**config.mk**
```make
export PLATFORM = sky130hd
export DESIGN_NAME = lfsr_clk_div
export DESIGN_NICKNAME = d
export VERILOG_FILES = /design/src/rtl/lfsr_div_pkg.sv /design/src/rtl/lfsr_div_core.sv /design/src/rtl/lfsr_div_out.sv /design/src/rtl/lfsr_clk_div.sv
export SDC_FILE = /design/constraint.sdc
export NUM_CORES = 1
export LEC_CHECK = 0
export BUFFER_PORTS_ARGS = -buffer_cell sky130_fd_sc_hd__buf_4
export CAP_MARGIN = 25
export CORE_MARGIN = 8
export CORE_UTILIZATION = 27
export CTS_BUF_LIST = sky130_fd_sc_hd__clkbuf_8
export CTS_CLUSTER_SIZE = 14
export DETAILED_ROUTE_END_ITERATION = 12
export GPL_TIMING_DRIVEN = 0
export PLACE_DENSITY = 0.53
export SYNTH_ARGS = -nofsm -noshare
export SYNTH_HDL_FRONTEND = slang
export SYNTH_SLANG_ARGS = --single-unit
```
**constraint.sdc**
```tcl
create_clock -name clk -period 2.5 [get_ports clk]
set_input_delay 0.125 -clock clk [delete_from_list [all_inputs] [get_ports clk]]
set_output_delay 0.125 -clock clk [all_outputs]
set_load 0.02 [all_outputs]
```
**src/rtl/lfsr_div_pkg.sv**
```systemverilog
package lfsr_div_pkg;

   localparam int MAXW = 32;

   // Zero-based tap positions for the supported widths; zero marks an unsupported width
   function automatic logic [MAXW-1:0] tap_mask(input int w);
      logic [MAXW-1:0] m;
      m = '0;
      case (w)
         4:  begin m[3] = 1'b1; m[2] = 1'b1; end
         5:  begin m[4] = 1'b1; m[2] = 1'b1; end
         8:  begin m[7] = 1'b1; m[5] = 1'b1; m[4] = 1'b1; m[3] = 1'b1; end
         14: begin m[13] = 1'b1; m[12] = 1'b1; m[11] = 1'b1; m[1] = 1'b1; end
         16: begin m[15] = 1'b1; m[14] = 1'b1; m[12] = 1'b1; m[3] = 1'b1; end
         default: m = '0;
      endcase
      return m;
   endfunction

   // Jump the sequence forward by n steps using powers of the step matrix.
   // The inverted form is the complement of the plain form when the tap count is even.
   function automatic logic [MAXW-1:0] lfsr_jump(input logic [MAXW-1:0] s,
                                                 input int unsigned n,
                                                 input int w,
                                                 input logic inv);
      logic [MAXW-1:0][MAXW-1:0] m;
      logic [MAXW-1:0][MAXW-1:0] sq;
      logic [MAXW-1:0] y;
      logic [MAXW-1:0] t;
      logic [MAXW-1:0] wmask;
      int unsigned     left;
      wmask = (w >= MAXW) ? '1 : ((MAXW'(1) << w) - MAXW'(1));
      y     = inv ? (~s & wmask) : (s & wmask);
      m     = '0;
      m[0]  = tap_mask(w);
      for (int i = 1; i < w; i++) m[i] = MAXW'(1) << (i - 1);
      left = n;
      while (left != 0) begin
         if ((left & 1) != 0) begin
            t = '0;
            for (int i = 0; i < w; i++) t[i] = ^(m[i] & y);
            y = t;
         end
         sq = '0;
         for (int i = 0; i < w; i++)
            for (int k = 0; k < w; k++)
               if (m[i][k]) sq[i] = sq[i] ^ m[k];
         m = sq;
         left = left >> 1;
      end
      return inv ? (~y & wmask) : y;
   endfunction

endpackage

```
**src/rtl/lfsr_div_core.sv**
```systemverilog
module lfsr_div_core #(
   parameter int          W       = 14,
   parameter int          HALF    = 12500,
   parameter logic [W-1:0] START  = '0,
   parameter bit          XNOR_FB = 1'b1
) (
   input  logic         clk,
   input  logic         rst,
   output logic [W-1:0] q,
   output logic         match
);
   localparam logic [W-1:0] TAPS = W'(lfsr_div_pkg::tap_mask(W));
   localparam logic [W-1:0] LOCK = XNOR_FB ? '1 : '0;
   localparam logic [W-1:0] TERM =
      W'(lfsr_div_pkg::lfsr_jump(lfsr_div_pkg::MAXW'(START), HALF - 1, W, XNOR_FB));

   if (W < 2 || W > lfsr_div_pkg::MAXW) begin : g_bad_width
      $error("lfsr_div_core: width out of range");
   end
   if (TAPS == '0) begin : g_no_taps
      $error("lfsr_div_core: no maximal tap set for this width");
   end
   if (HALF < 2 || longint'(HALF) > (longint'(1) << W) - 1) begin : g_bad_half
      $error("lfsr_div_core: half-period must lie in 2 .. 2**W-1");
   end
   if (START == LOCK) begin : g_bad_start
      $error("lfsr_div_core: start pattern equals the lock-up pattern");
   end

   logic fb;
   if (XNOR_FB) begin : g_fb_inv
      assign fb = ~(^(q & TAPS));
   end else begin : g_fb_plain
      assign fb = ^(q & TAPS);
   end

   assign match = (q == TERM);

   always_ff @(posedge clk) begin
      if (rst)        q <= START;
      else if (match) q <= START;
      else            q <= {q[W-2:0], fb};
   end

   p_no_lockup_r5: assert property (@(posedge clk) disable iff (rst) q != LOCK)
      else $error("lock-up pattern reached");
   p_reload_r6: assert property (@(posedge clk) disable iff (rst) match |=> q == START)
      else $error("reload did not restore start pattern");
   p_shift_r6: assert property (@(posedge clk) disable iff (rst)
                                !match |=> q[W-1:1] == $past(q[W-2:0]))
      else $error("register did not shift");
endmodule

```
**src/rtl/lfsr_div_out.sv**
```systemverilog
module lfsr_div_out (
   input  logic clk,
   input  logic rst,
   input  logic match,
   output logic div_clk,
   output logic tick
);
   always_ff @(posedge clk) begin
      if (rst) begin
         div_clk <= 1'b0;
         tick    <= 1'b0;
      end else begin
         tick <= match;
         if (match) div_clk <= ~div_clk;
      end
   end

   p_reset_r1: assert property (@(posedge clk) rst |=> (!div_clk && !tick))
      else $error("output not cleared by reset");
   p_pulse_r4: assert property (@(posedge clk) disable iff (rst) tick |=> !tick)
      else $error("pulse longer than one cycle");
   p_edge_r4: assert property (@(posedge clk) disable iff (rst)
                               (div_clk != $past(div_clk)) |-> tick)
      else $error("level change without pulse");
endmodule

```
**src/rtl/lfsr_clk_div.sv**
```systemverilog
module lfsr_clk_div #(
   parameter int               WIDTH       = 14,
   parameter int               HALF_PERIOD = 12500,
   parameter logic [WIDTH-1:0] START       = '0,
   parameter bit               XNOR_FB     = 1'b1
) (
   input  logic             clk,
   input  logic             rst,
   output logic             div_clk,
   output logic             tick,
   output logic [WIDTH-1:0] state
);
   logic match;

   lfsr_div_core #(
      .W      (WIDTH),
      .HALF   (HALF_PERIOD),
      .START  (START),
      .XNOR_FB(XNOR_FB)
   ) i_core (
      .clk  (clk),
      .rst  (rst),
      .q    (state),
      .match(match)
   );

   lfsr_div_out i_out (
      .clk    (clk),
      .rst    (rst),
      .match  (match),
      .div_clk(div_clk),
      .tick   (tick)
   );
endmodule

```
==> summary.txt <==
Logic synthesis
  • Synth Cell Area: 538.0 µm²
  • Sequential area share after synthesis: 59.53%
  • Post-synth EDFFs: 0
  • Mean post-synth cell area: 11.96 µm²
  • Netlist cell types: 15
  • Ys flop type: dfxtp_1
  • Yosys top cell by area: dfxtp_1
  • Count leader, synth: dfxtp_1
  • Main area contributors after synthesis: dfxtp_1, nor2b_1, and2_1
  • Asr flop ratio synth: 0%
  • Seq cells post-synth: 16
  • Post-synth top area share: 59.53%
  • Yosys warnings: 0
  • Commonest cells in the netlist: dfxtp_1, nor2b_1, and2_1
  • Post-Syn Nets: 48
  • Cell count after synthesis: 45

Global route
  • Most used routing layer: met2
  • Global Route Usage Sum: 6.280%
  • Met2 global-route usage: 8.597%
  • Total gr overflow: 0
  • Met3 usage: 4.237%
  • First-pass GRT wire length: 1.683 mm
  • Antenna violations before repair: 0
  • Vias in the first global route: 353
  • Met1 GRT Util: 7.636%
  • Largest net degree at the start of global routing: 11

Pwr
  • Worst VDD drop: 0.4090 mV
  • Final total power: 0.5094 mW
  • PD cells: 675.1 mW/mm²
  • Lkg Pwr: 0.3312 nW

CTS
  • H-tree depth: 1
  • Inserted Clock Buffers: 3
  • Post-CTS Setup Bufs: 0
  • Clk buf depth: 2
  • Root Driver: clkbuf_8
  • Worst-path clk slew: 0.06 ns
  • CTS tree: yes
  • Clk_lat worst skew: 0.25 ns
  • Post-CTS resize count: 0
  • Hold Buf Count CTS: 0
  • Clk sink count: 16

STA
  • Final Setup Violations: 0
  • RSZ-0062 raised after global routing: false
  • Setup TNS: 0 ns
  • Hold Slack: 0.2383 ns
  • Slew HR: 70.40%
  • Tcrit/Tclk final: 57.02%
  • Post-layout min period: 1.425 ns
  • Clock skew: 0.002669 ns
  • Setup WS post-layout: 1.075 ns
  • Fmax achieved: 701.5 MHz
  • Worst-Margin Slew: 0.4441 ns
  • Max Transition Viols Final: 0
  • Final hold violations: 0

Worst setup path
  • Crit path max fanout: 6
  • Critical path class: flip-flop to flip-flop
  • Worst path cell trace: inv_1 > ha_1 > and4bb_2 > a41oi_1 > and2_1
  • Crit-path max cell delay: 0.40 ns
  • FF-to-FF Start: i_core.q[12]$_SDFF_PP0_
  • Critical Path Slowest Stage Cell: a41oi_1
  • CP Launch Type: flip-flop
  • Endpoint type of the worst setup path: flip-flop
  • Critical Path Start: i_core.q[12]$_SDFF_PP0_
  • Arrival @ worst endpoint: 1.62 ns
  • CP required: 2.69 ns

Cells and area
  • Antenna cells: 0
  • Register area: 320.3 µm²
  • Post-route design area: 754.5 µm²
  • Area grow syn2layout: 40.23%
  • Share of cells above drive strength 1: 37.88%
  • Nets: 70
  • Area of the multi-input gates: 210.2 µm²
  • Filler Cell Count: 213

Hold path
  • Hold Crit Start: rst
  • Type of the tightest min-delay check: input pin to flip-flop

Place
  • # port buffers: 17
  • Cell Area, Placed: 699.4 µm²
  • Detail Placement HPWL: 802.3 µm
  • Setup WS pre-CTS: 1.054 ns
  • Placer congestion estimate: 0.6742

Floorplanning
  • Die area: 0.003677 mm²
  • Width of the chip: 60.64 µm
  • Ports: 18
  • Core area: 0.001922 mm²
  • Row Count: 16
  • Die height: 60.64 µm
  • Starting Density: 27.99%

Flow run
  • Max cap viols: 0

Route
  • Final ANT Viol Nets: 0
  • Drt total wl: 1.064 mm
  • Routed len/inst: 11.44 µm
  • Vias per inst: 3.903
  • Vias: 363
  • DRT iter0 DRCs: 2
  • DR pass1 iterations: 2
  • Drt drc: 0

Outcome
  • Outcome: finished clean
==> sequential cells by signal, indices dropped and copies added (netlist names) <==
register       cells
i_out.div_clk      1
i_out.tick         1
i_core.q          14
==> critical path, delay by kind of cell (launching register included) <==
family / cells / cell delay [ns]
buffers and inverters: 1 / 0.05
DFF: 1 / 0.32
AOI/OAI and AO/OA: 1 / 0.40
and+or+nand+nor: 2 / 0.41
adders and majority gates: 1 / 0.18
==> kinds of logic after synthesis <==
| family | Yosys count | synth area share [%] |
|---|---|---|
| simple gates | 22 | 29.07 |
| flops | 16 | 59.54 |
| xor+xnor | 2 | 3.256 |
| buf+inv | 2 | 1.394 |
| compound gates | 1 | 1.628 |
| mux | 1 | 2.790 |
| fa+ha+maj | 1 | 2.325 |
==> cell type report <==
class	count	share of cell area (%)
Sequential cell	16	42.45
Multi-Input combinational cell	27	27.86
Timing Repair Buffer	17	16.92
Clock buffer	4	7.297
Tap cell	27	4.478
Buffer	1	0.4975
Inverter	1	0.4975
==> through the flow <==
stage,std cells,utilization (%)
detailed placement,89,36.39
finish,93,39.26
CTS,93,39.26
floorplan,45,-
global route,93,39.26
global placement,89,36.39
==> path summary, 6_finish.rpt <==
path	to	slack [ns]	cells past startpoint
worst max-delay path	i_core.q[5]$_SDFF_PP0_	1.07	5
worst min-delay path	i_core.q[0]$_SDFF_PP0_	0.24	3
worst max register to register	i_core.q[5]$_SDFF_PP0_	1.07	5
worst min register to register	i_core.q[13]$_SDFF_PP0_	0.47	2
==> metal layers <==
metal | wire [µm] | part of all wire (%)
met1 | 537 | 50
met2 | 435 | 41
met3 | 83 | 7.8
met4 | 6 | 0.56
met5 | 0 | 0
==> power breakdown <==
part	leakage [nW]	switching, mW	internal, mW
clock	0.0288	0.0867	0.140
combinational	0.173	0.0116	0.00966
sequential	0.130	0.00307	0.259
total	0.331	0.101	0.408
==> layout by cell type (no fill, tap or decap) <==
| master | netlist | layout |
|---|---|---|
| buf_4 | 0 | 17 |
| dfxtp_1 | 16 | 16 |
| nor2b_1 | 10 | 10 |
| and2_1 | 6 | 6 |
| clkbuf_8 | 0 | 4 |
| xnor2_1 | 2 | 2 |
| inv_1 | 1 | 1 |
| clkbuf_1 | 1 | 1 |
| nor4b_2 | 1 | 1 |
| and4bb_2 | 1 | 1 |
| and3b_1 | 1 | 1 |
| a41oi_1 | 1 | 1 |
| nor2_1 | 1 | 1 |
| and4_4 | 1 | 1 |
| mux2_4 | 1 | 1 |
| nor3_1 | 1 | 1 |
| ha_1 | 1 | 1 |
No activity file was read; power rests on OpenSTA's default activity.
